`config.mk`:
```
export PLATFORM = sky130hd
export DESIGN_NAME = xregion_cfg
export DESIGN_NICKNAME = d
export VERILOG_FILES = /design/src/rtl/xregion_pkg.sv /design/src/rtl/xregion_regs.sv /design/src/rtl/xregion_check.sv /design/src/rtl/xregion_sync.sv /design/src/rtl/xregion_cfg.sv
export SDC_FILE = /design/constraint.sdc
export NUM_CORES = 1
export LEC_CHECK = 0
export BUFFER_PORTS_ARGS = -buffer_cell sky130_fd_sc_hd__buf_2
export CAP_MARGIN = 20
export CORE_MARGIN = 2
export CORE_UTILIZATION = 45
export DETAILED_ROUTE_END_ITERATION = 16
export PLACE_DENSITY_LB_ADDON = 0.12
export SLEW_MARGIN = 20
export SYNTH_ARGS = -nofsm -noshare
export SYNTH_HDL_FRONTEND = slang
export SYNTH_SLANG_ARGS = --single-unit
```
`constraint.sdc`:
```
create_clock -name clk -period 4.6 [get_ports clk]
set_input_delay 0.92 -clock clk [delete_from_list [all_inputs] [get_ports clk]]
set_output_delay 0.92 -clock clk [all_outputs]
set_load 0.05 [all_outputs]
```
`src/rtl/xregion_pkg.sv`:
```
package xregion_pkg;
    typedef enum logic [1:0] {
        SY_IDLE    = 2'd0,
        SY_ENABLE  = 2'd1,
        SY_DISABLE = 2'd2
    } sync_state_e;

    localparam int unsigned PAGE_BITS = 12;
endpackage

```
`src/rtl/xregion_regs.sv`:
```
module xregion_regs #(
    parameter int unsigned N  = 8,
    parameter int unsigned AW = 32,
    localparam int unsigned IDX_W = (N > 1) ? $clog2(N) : 1
) (
    input  logic                    clk,
    input  logic                    rst_n,
    input  logic                    wr_base_en,
    input  logic                    wr_top_en,
    input  logic [IDX_W-1:0]        wr_idx,
    input  logic [AW-13:0]          wr_page,
    input  logic                    sec_we,
    input  logic [N-1:0]            sec_wdata,
    input  logic [N-1:0]            clr_mask,
    output logic [N-1:0][AW-1:0]    base_o,
    output logic [N-1:0][AW-1:0]    top_o,
    output logic [N-1:0]            sec_o
);
    for (genvar g = 0; g < N; g++) begin : g_slot
        always_ff @(posedge clk or negedge rst_n) begin
            if (!rst_n) begin
                base_o[g] <= '0;
                top_o[g]  <= '0;
                sec_o[g]  <= 1'b0;
            end else if (clr_mask[g]) begin
                base_o[g] <= '0;
                top_o[g]  <= '0;
                sec_o[g]  <= 1'b0;
            end else begin
                if (wr_base_en && wr_idx == IDX_W'(g))
                    base_o[g] <= {wr_page, 12'b0};
                if (wr_top_en && wr_idx == IDX_W'(g))
                    top_o[g] <= {wr_page, 12'b0};
                if (sec_we)
                    sec_o[g] <= sec_wdata[g];
            end
        end
    end
endmodule

```
`src/rtl/xregion_check.sv`:
```
module xregion_check #(
    parameter int unsigned N  = 8,
    parameter int unsigned AW = 32,
    parameter logic [AW-1:0] WIN_BASE  = '0,
    parameter logic [AW-1:0] WIN_LIMIT = '1,
    localparam int unsigned IDX_W = (N > 1) ? $clog2(N) : 1
) (
    input  logic [IDX_W-1:0]        idx,
    input  logic [N-1:0][AW-1:0]    base_all,
    input  logic [N-1:0][AW-1:0]    top_all,
    input  logic                    act_valid,
    input  logic [IDX_W-1:0]        act_idx,
    input  logic [AW-1:0]           act_base,
    input  logic [AW-1:0]           act_top,
    output logic                    bad
);
    logic [AW-1:0] c_base, c_top;
    logic inconsistent, overlap, outside;

    always_comb begin
        c_base       = base_all[idx];
        c_top        = top_all[idx];
        inconsistent = (c_top <= c_base);
        overlap      = act_valid && (act_idx != idx) &&
                       (c_base < act_top) && (act_base < c_top);
        outside      = (c_base < WIN_BASE) || (c_top > WIN_LIMIT);
        bad          = inconsistent || overlap || outside;
    end
endmodule

```
`src/rtl/xregion_sync.sv`:
```
module xregion_sync
    import xregion_pkg::*;
#(
    parameter int unsigned N           = 8,
    parameter int unsigned AW          = 32,
    parameter int unsigned SYNC_CYCLES = 16,
    localparam int unsigned IDX_W = (N > 1) ? $clog2(N) : 1,
    localparam int unsigned CNT_W = $clog2(SYNC_CYCLES + 1)
) (
    input  logic              clk,
    input  logic              rst_n,
    input  logic              en_go,
    input  logic              dis_go,
    input  logic [IDX_W-1:0]  en_idx,
    input  logic [AW-1:0]     cand_base,
    input  logic [AW-1:0]     cand_top,
    input  logic              cand_sec,
    output logic              busy,
    output logic [N-1:0]      es,
    output logic [IDX_W-1:0]  act_idx,
    output logic [AW-1:0]     act_base,
    output logic [AW-1:0]     act_top,
    output logic              act_sec
);
    sync_state_e state, state_n;
    logic [CNT_W-1:0] cnt;
    logic [IDX_W-1:0] pend_idx;
    logic [AW-1:0]    pend_base, pend_top;
    logic             pend_sec;

    always_comb begin
        state_n = state;
        unique case (state)
            SY_IDLE:    if (en_go) state_n = SY_ENABLE;
                        else if (dis_go) state_n = SY_DISABLE;
            SY_ENABLE,
            SY_DISABLE: if (cnt == '0) state_n = SY_IDLE;
            default:    state_n = SY_IDLE;
        endcase
    end

    always_ff @(posedge clk or negedge rst_n) begin
        if (!rst_n) state <= SY_IDLE;
        else        state <= state_n;
    end

    always_ff @(posedge clk or negedge rst_n) begin
        if (!rst_n) begin
            cnt       <= '0;
            pend_idx  <= '0;
            pend_base <= '0;
            pend_top  <= '0;
            pend_sec  <= 1'b0;
            es        <= '0;
            act_idx   <= '0;
            act_base  <= '0;
            act_top   <= '0;
            act_sec   <= 1'b0;
        end else if (state == SY_IDLE) begin
            if (en_go) begin
                cnt       <= CNT_W'(SYNC_CYCLES - 1);
                pend_idx  <= en_idx;
                pend_base <= cand_base;
                pend_top  <= cand_top;
                pend_sec  <= cand_sec;
            end else if (dis_go) begin
                cnt <= CNT_W'(SYNC_CYCLES - 1);
            end
        end else if (cnt != '0) begin
            cnt <= cnt - 1'b1;
        end else if (state == SY_ENABLE) begin
            es       <= N'(1) << pend_idx;
            act_idx  <= pend_idx;
            act_base <= pend_base;
            act_top  <= pend_top;
            act_sec  <= pend_sec;
        end else begin
            es       <= '0;
            act_base <= '0;
            act_top  <= '0;
            act_sec  <= 1'b0;
        end
    end

    assign busy = (state != SY_IDLE);
endmodule

```
`src/rtl/xregion_cfg.sv`:
```
module xregion_cfg #(
    parameter int unsigned N           = 8,
    parameter int unsigned AW          = 32,
    parameter int unsigned PAW         = 8,
    parameter int unsigned SYNC_CYCLES = 16,
    parameter logic [AW-1:0] WIN_BASE  = 32'h0001_0000,
    parameter logic [AW-1:0] WIN_LIMIT = 32'h8000_0000
) (
    input  logic            clk,
    input  logic            rst_n,
    input  logic            psel,
    input  logic            penable,
    input  logic            pwrite,
    input  logic [PAW-1:0]  paddr,
    input  logic [AW-1:0]   pwdata,
    output logic [AW-1:0]   prdata,
    output logic            act_valid,
    output logic [AW-1:0]   act_base,
    output logic [AW-1:0]   act_top,
    output logic            act_sec
);
    localparam int unsigned IDX_W = (N > 1) ? $clog2(N) : 1;
    localparam int unsigned WW    = PAW - 2;
    localparam logic [WW-1:0] SLOT_END = WW'(2 * N);
    localparam logic [WW-1:0] SEC_W    = WW'(2 * N);
    localparam logic [WW-1:0] EN_W     = WW'(2 * N + 1);
    localparam logic [WW-1:0] DIS_W    = WW'(2 * N + 2);
    localparam logic [WW-1:0] STAT_W   = WW'(2 * N + 3);
    localparam logic [WW-1:0] SYNC_W   = WW'(2 * N + 4);
    localparam logic [WW-1:0] ERR_W    = WW'(2 * N + 5);

    logic [WW-1:0] word;
    logic acc, wr, rd, in_slots;
    logic [IDX_W-1:0] slot_idx, enc_idx;
    logic [N-1:0] req_mask, es, sec_all, err_q, clr_mask;
    logic [N-1:0][AW-1:0] base_all, top_all;
    logic en_req, en_ok, bad, busy, en_go, dis_req, dis_go, err_set, err_rd;
    logic [IDX_W-1:0] act_idx;

    assign word     = paddr[PAW-1:2];
    assign acc      = psel && penable && (paddr[1:0] == 2'b00);
    assign wr       = acc && pwrite;
    assign rd       = acc && !pwrite;
    assign in_slots = (word < SLOT_END);
    assign slot_idx = word[IDX_W:1];
    assign req_mask = pwdata[N-1:0];

    always_comb begin
        enc_idx = '0;
        for (int i = 0; i < N; i++)
            if (req_mask[i]) enc_idx = IDX_W'(i);
    end

    assign en_req   = wr && (word == EN_W) && $onehot(req_mask) && !busy;
    assign en_ok    = en_req && !bad;
    assign en_go    = en_ok && !act_valid;
    assign err_set  = en_req && bad;
    assign dis_req  = wr && (word == DIS_W) && !busy;
    assign clr_mask = dis_req ? req_mask : '0;
    assign dis_go   = dis_req && |(req_mask & es);
    assign err_rd   = rd && (word == ERR_W);
    assign act_valid = |es;

    xregion_regs #(.N(N), .AW(AW)) u_regs (
        .clk(clk), .rst_n(rst_n),
        .wr_base_en(wr && in_slots && !word[0]),
        .wr_top_en(wr && in_slots && word[0]),
        .wr_idx(slot_idx), .wr_page(pwdata[AW-1:12]),
        .sec_we(wr && (word == SEC_W)), .sec_wdata(req_mask),
        .clr_mask(clr_mask),
        .base_o(base_all), .top_o(top_all), .sec_o(sec_all)
    );

    xregion_check #(.N(N), .AW(AW), .WIN_BASE(WIN_BASE), .WIN_LIMIT(WIN_LIMIT)) u_check (
        .idx(enc_idx), .base_all(base_all), .top_all(top_all),
        .act_valid(act_valid), .act_idx(act_idx),
        .act_base(act_base), .act_top(act_top), .bad(bad)
    );

    xregion_sync #(.N(N), .AW(AW), .SYNC_CYCLES(SYNC_CYCLES)) u_sync (
        .clk(clk), .rst_n(rst_n), .en_go(en_go), .dis_go(dis_go),
        .en_idx(enc_idx), .cand_base(base_all[enc_idx]),
        .cand_top(top_all[enc_idx]), .cand_sec(sec_all[enc_idx]),
        .busy(busy), .es(es), .act_idx(act_idx),
        .act_base(act_base), .act_top(act_top), .act_sec(act_sec)
    );

    always_ff @(posedge clk or negedge rst_n) begin
        if (!rst_n)       err_q <= '0;
        else if (err_rd)  err_q <= '0;
        else if (err_set) err_q[enc_idx] <= 1'b1;
    end

    always_comb begin
        prdata = '0;
        if (in_slots)
            prdata = word[0] ? top_all[slot_idx] : base_all[slot_idx];
        else if (word == SEC_W)  prdata = AW'(sec_all);
        else if (word == STAT_W) prdata = AW'(es);
        else if (word == SYNC_W) prdata = AW'(busy);
        else if (word == ERR_W)  prdata = AW'(err_q);
    end
endmodule

```
; ---- Yosys cells after proc, flatten, opt, wreduce, memory -nomap -nowiden
; Index checks and enable logic that the tools add are counted.
[op_classes]
n_mux = 88
magnitude_cmp = 9
bitwise_logic = 4
n_addsub = 8
n_eq_ne = 19
reduce_logical = 86
shift = 1
[ops]
columns = op, count
row1 = $mux W32, 40
row2 = $bmux W32 S3, 4
row3 = $lt A32 B32 Y1, 2
row4 = $mux W8, 8
row5 = $reduce_bool A2 Y1, 27
row6 = $logic_and A1 B1 Y1, 38
row7 = $eq A6 B5 Y1 const B, 6
row8 = $gt A32 B32 Y1 const B, 1
row9 = $le A32 B32 Y1, 1
row10 = $lt A32 B17 Y1 const B, 1
row11 = $mux W1, 20
row12 = $mux W5, 4
row13 = $reduce_or A8 Y1, 2
row14 = $mux W3, 5
row15 = $eq A3 B3 Y1 const B, 4
row16 = $add A1 B1 Y2, 4
row17 = $and A8 B8 Y8, 1
row18 = $lt A3 B4 Y1 const B, 2
row19 = $mux W2, 4
row20 = $or A8 B8 Y8, 1
row21 = $reduce_and A2 Y1, 4
row22 = $shl A1 B3 Y8 const A, 1
row23 = $add A2 B2 Y3, 2
row24 = $eq A3 B2 Y1 const B, 2
row25 = other kinds (23), 31
[totals]
input_bits = 45
out_inout_bits = 98
elab_cells = 251
reg_bits = 679

; ---- Longest topological paths before layout
[depth]
depth_word = 19
depth_mapped = 21
depth_no_buf = 17

; ---- Hierarchy
; From an unflattened synthesis, not the netlist that was laid out.
[hier_totals]
cells_unflattened = 3458
hier_area_um2 = 36167.2
[modules_own_cells]
columns = mod, area_each_um2, cells_per_inst, instances, seq_area_each_um2
row1 = xregion_regs, 15255.9, 1371, 1, 8207.9
row2 = xregion_cfg, 8465.6, 926, 1, 200.2
row3 = xregion_check, 6388.6, 647, 1, 0.0
row4 = xregion_sync, 6057.1, 514, 1, 3778.6

; ---- Worst setup path before layout
; OpenSTA, ideal clock, no wires.
[synth_timing]
path_kind = input to register
from = in pwdata[4]
to = reg u_sync.pend_base[12]
stages = 17
required_ns = 4.475
arrival_time_ns = 4.581
setup_ns = 0.125
path_buffers = 4
slack_ns = -0.106
path_cell_list = buf_6 > or4_1 > clkbuf_1 > a2111oi_0 > a221oi_1 > inv_1 > ha_1 > a21oi_1 > o21ai_0 > o21a_1 > o21ai_0 > a21boi_0 > o21ai_0 > a2111o_1 > buf_2 > buf_6 > mux2_4
[synth_between]
elab_cells_between_ends = 30
cone_classes = add/sub (3) / order compare (5) / eq/ne (2) / mux (8) / reduce/logical (12)
[synth_lines]
columns = item, line
row1 = from (decl), xregion_cfg.sv:15  ; input logic [AW-1:0] pwdata,
row2 = $mux W3 * (4 in a row), xregion_cfg.sv:51  ; if (req_mask[i]) enc_idx = IDX_W'(i);
row3 = $bmux W32 S3 *, xregion_check.sv:22  ; c_top = top_all[idx];
row4 = $mux W32 (implied by the code) *, xregion_check.sv:22
row5 = named net u_check.c_top[17], xregion_check.sv:17  ; logic [AW-1:0] c_base, c_top;
row6 = $lt A32 B32 Y1, xregion_check.sv:25  ; (c_base < act_top) && (act_base < c_top);
row7 = $logic_and A1 B1 Y1, xregion_check.sv:25
row8 = $logic_or A1 B1 Y1, xregion_check.sv:27  ; bad = inconsistent || overlap || outside;
row9 = $logic_or A1 B1 Y1 *, xregion_check.sv:27
row10 = $logic_not A1 Y1 *, xregion_cfg.sv:55  ; assign en_ok = en_req && !bad;
row11 = $logic_and A1 B1 Y1 *, xregion_cfg.sv:55
row12 = $logic_and A1 B1 Y1 *, xregion_cfg.sv:56  ; assign en_go = en_ok && !act_valid;
row13 = $reduce_and A2 Y1 (no line) *, n/a
row14 = to (signal assigned), xregion_sync.sv:63  ; pend_base <= cand_base;
row15 = to (decl), xregion_sync.sv:28  ; logic [AW-1:0] pend_base, pend_top;
; Mark *: on every way through the listed nets, which the timed path passes. The rest lies on a longest branch. The select of a mux whose other input is x is not followed.
; A chain may end at the register's enable or synchronous reset.

; ---- Worst setup path after layout
[layout_timing]
from = in pwdata[0]
to = reg u_sync.pend_top[14]
[layout_between]
elab_chain_cells = 9
[layout_lines]
columns = item, line
row1 = $add A1 B1 Y2 (implied by the code), xregion_cfg.sv:54  ; assign en_req = wr && (word == EN_W) && $onehot(req_mask) && !busy;
row2 = $add A2 B2 Y3 (implied by the code), xregion_cfg.sv:54
row3 = $add A3 B3 Y4 (implied by the code), xregion_cfg.sv:54
row4 = $eq A4 B1 Y1, xregion_cfg.sv:54
row5 = $logic_and A1 B1 Y1 (2 in a row), xregion_cfg.sv:54
row6 = $logic_and A1 B1 Y1, xregion_cfg.sv:55
row7 = $logic_and A1 B1 Y1, xregion_cfg.sv:56
row8 = $reduce_and A2 Y1 (no line), n/a
row9 = to (signal assigned), xregion_sync.sv:64  ; pend_top <= cand_top;
row10 = to (decl), xregion_sync.sv:28
; Every way passes these cells.

==> impl_metrics.csv <==
group,metric,value,unit
setup_path,timing.reg2reg.worst_path_depth,17,
drt,route.vias.total,20100,
finish,instances_no_fill,3004,
setup_path,critical_path.top_delay_family,"adder cells",
drt,remaining_drc_errors,0,
power,worst_ir_drop_vdd,0.254,mV
clock_network,clk_pin_slew_worst_paths,60,ps
placement,pre_cts_ws,-556,ps
logic_synthesis,netlist_area,23700,µm²
timing,final-hold-violation-count,0,
timing,whs,312,ps
setup_path,crit_slowest_cell,"fa_1",
logic_synthesis,synthesis.area_per_instance,11.5,µm²
logic_synthesis,number_of_synthesized_flops_with_an_enable_pin,0,
timing,finalClockSkew,26.4,ps
floorplan,floorplan.initialDensity,45.3,%
logic_synthesis,yosys_most_used_dff,"dfrtp_1",
setup_path,rr_startpoint,"u_regs.top_o[172]",
placement,dp_hpwl,60500,µm
clock_network,cts.path.max_buffers,3,
clock_network,clk_latency_worst_skew_pair,620,ps
floorplan,placeableCoreArea,52300,µm²
power,power.static_leakage,13.3,nW
clock_network,h-tree-depth,2,
placement,dpl-instance-area,26600,µm²
clock_network,numClockSinks,439,
logic_synthesis,asyncSetResetFlopFracSynth,100,%
setup_path,critPathKind,"in2reg",
setup_path,cell_by_cell_trace_of_the_critical_path,"buf_2, fa_1, inv_1, fa_1, fa_1, inv_1, ha_1, inv_1, fa_1, a211oi_1, nor2b_1, nor4_1, nand3_1, a2111o_2, buf_12, mux2_4",
timing,setup_slack,137,ps
logic_synthesis,synth_warnings,0,
power,power_density,313,nW/µm²
global_route,grt_pass1_vias,19900,
setup_path,critical_path_buf_inv_count,5,
finish,areaGrowthSynthToFinish,19.0,%
drt,drt-pass1-iter-count,5,
logic_synthesis,synthDominantAreaCellType,"dfrtp_1",
global_route,grt_start_max_net_pins,107,
worst_hold_path,holdCritPathClass,"in2async",
global_route,first_pass_grt_wire_length,135000,µm
clock_network,cts-root-buf,"clkbuf_16",
finish,final_area,28200,µm²
floorplan,top_level_ports,143,
drt,wl,91300,µm
floorplan,floorplan.die_area,54600,µm²
floorplan,die-width,234,µm
placement,routabilityCongestion,0.932,
clock_network,cts_hold_buffers,0,
setup_path,slowest_delay,530,ps
timing,final.min_clock_period,4460,ps
logic_synthesis,synth.distinct_cells,80,
timing,finalSetupViolations,0,
timing,post-route-period-util,97.0,%
placement,port-buffer-count,110,
setup_path,r2r_slack,900,ps
logic_synthesis,synth_sequential_area_ratio,46.3,%
setup_path,worst_setup_path_end_kind,"flop",
finish,final_net_count,2392,
timing,slew_headroom,17.0,%
setup_path,critPathMaxFanout,29,
timing,drv_slew,0,
clock_network,ctsResizeCount,0,
setup_path,crit_path_start_kind,"primary input",
logic_synthesis,synthesis.instances,2068,
flow_run,cap_viol_max_count,0,
finish,post_route_cells_drive_above_1_share,28.4,%
setup_path,crit_arrival,4950,ps
floorplan,die_h,234,µm
logic_synthesis,synth.ff_latch_count,439,
setup_path,timing.critical_path.required,5080,ps
global_route,globalRoute.totalOverflow,0,
timing,maxClockFrequency,224,MHz
timing,worstMarginPinSlew,1240,ps
drt,drt_iter0_drc,2411,
timing,rsz0062_at_grt,"false",
placement,placed_cells_incl_taps,2914,
floorplan,floorplan.rows,84,
run_status,run_status,"finished, final reports clean",
drt,drtAntennaViolNets,0,
drt,drt-wirelength-per-cell,30.4,µm
logic_synthesis,post_synth_main_area_contributors,"dfrtp_1 (46%), a22o_1 (12%), mux4_2 (9.5%)",
clock_network,tritoncts,"yes",
drt,via_per_inst,6.68,
clock_network,cts.repair_timing.setup_buffer_count,0,
logic_synthesis,netlist.area_leader.share,46.3,%
setup_path,critical-path-top-cell-by-count,"fa_1",
setup_path,timing.rr.end,"u_sync.pend_top[14]",
global_route,grt_usage,33.8,%
clock_network,cts_buffers,50,
finish,finish.utilization,53.9,%
global_route,antenna_violations_before_repair,5,
metal layers:
metal | up-vias | part of all wire (%) | global-route usage, % | wire length [µm]
met5 | - | 0.060 | 0 | 55
met4 | 8 | 5.2 | 16.2 | 4720
met3 | 270 | 11 | 9.64 | 10100
met2 | 1237 | 44 | 50.4 | 40200
met1 | 10300 | 40 | 45.4 | 36200
li1 | 8261 | - | - | -
through the flow:
| stage | TNS [ps] | power, mW |
|---|---|---|
| 6_report | 0 | 8.84 |
| 3_5_place_dp | -28670 | 4.91 |
| 3_3_place_gp | -25590 | 4.90 |
| 4_1_cts | 0 | 8.86 |
| 2_1_floorplan | 0 | 4.48 |
| 5_1_grt | 0 | 9.12 |
sequential cells by signal, indices dropped and copies added, names as in the netlist, 8 cells and up:
register and count:
err_q 8, u_sync.act_base 20, u_regs.sec_o 8, u_sync.es 8, u_regs.base_o 160, u_sync.pend_base 20
u_sync.act_top 20, u_sync.pend_top 20, u_regs.top_o 160
how the worst max path moves through the flow:
stage / to / slack (ps) / cells after the start / startpoint
2_1_floorplan: u_sync.pend_base[12] / 30 / 17 / pwdata[4]
3_3_place_gp: u_sync.pend_idx[2] / -480 / 16 / pwdata[5]
3_5_place_dp: u_sync.pend_idx[2] / -560 / 16 / pwdata[5]
4_1_cts: u_sync.pend_idx[2] / 60 / 16 / pwdata[5]
5_1_grt: u_sync.pend_top[13] / 9 / 16 / pwdata[0]
6_report: u_sync.pend_top[14] / 140 / 16 / pwdata[0]
Yosys cell counts (all sizes together) (5+ instances only):
cell and n:
nand2 133, and2 23, inv 92, a22oi 33
a21oi 77, clkbuf 146, o21ai 89, o21a 6
buf 89, dfrtp 439, nand2b 12, nand3b 5
nor3 18, a211oi 11, a21o 8, nor3b 5
ha 65, mux2i 41, a222oi 12, nor2b 8
o211ai 10, a22o 327, nor2 56, a221oi 17
nand4 21, o31ai 13, o22ai 7, mux4 100
o22a 5, nor4 13, nand3 47, o2bb2ai 8
or2 5, and3 5, or4 8, o221ai 14
mux2 53, a221o 5
power by group:
| group | internal [mW] | switching (mW) | leakage [nW] |
|---|---|---|---|
| combinational | 0.332 | 0.585 | 6.37 |
| sequential | 3.91 | 0.0393 | 6.10 |
| clock | 2.29 | 1.69 | 0.785 |
| total | 6.53 | 2.31 | 13.3 |
cell families (layout without fill, tap and decap cells):
logic type,Yosys count,count (layout),share of synthesized area (%)
AO/OA/AOI/OAI,666,666,21.6
XOR/XNOR,2,2,0.0738
adder cells (fa/ha/maj),69,69,3.77
buffers and inverters,327,546,6.04
flip-flops,439,439,46.3
multiplexers,194,194,14.4
other,1,30,0.0158
AND/OR/NAND/NOR,370,370,7.80
placed cells by master, fill, tap and decap left out, types with 13 or more instances in the layout:
cell       count
conb_1        28
a21oi_4       15
nor3_1        15
dfrtp_1      439
nor2_2        16
nor2_1        39
buf_12        17
a22oi_1       32
o31ai_1       13
mux2_4        42
a22o_1       327
nand3_1       46
and2_1        23
clkbuf_16     51
a21oi_1       59
nand4_1       21
mux2i_1       41
ha_1          65
nand2_1      133
inv_1         91
buf_2        107
buf_4        239
a221oi_1      14
mux4_2       100
o21ai_0       87
clkbuf_1      16
worst register-to-register path, stage by stage (launching register included):
cell,delay (ps)
dfrtp_1,370
inv_1,50
a221oi_1,280
o22ai_1,210
a211oi_2,450
buf_4,210
inv_1,60
ha_1,190
nor2b_1,120
o21a_1,110
o21ai_0,70
nand2b_1,110
a21oi_1,70
a21boi_0,180
o21ai_1,100
a2111o_2,470
buf_12,210
mux2_4,330
layout make-up:
| type | instances | area (µm²) |
|---|---|---|
| inverter | 92 | 345 |
| clock inverter | 12 | 133 |
| timing repair buffer | 366 | 2710 |
| sequential | 439 | 11000 |
| clock buffer | 76 | 1460 |
| tap | 688 | 861 |
| multi-input combinational | 1329 | 11700 |
| antenna | 2 | 5.00 |
| fill | 4617 | 24100 |
No activity file was read; power rests on OpenSTA's default activity.
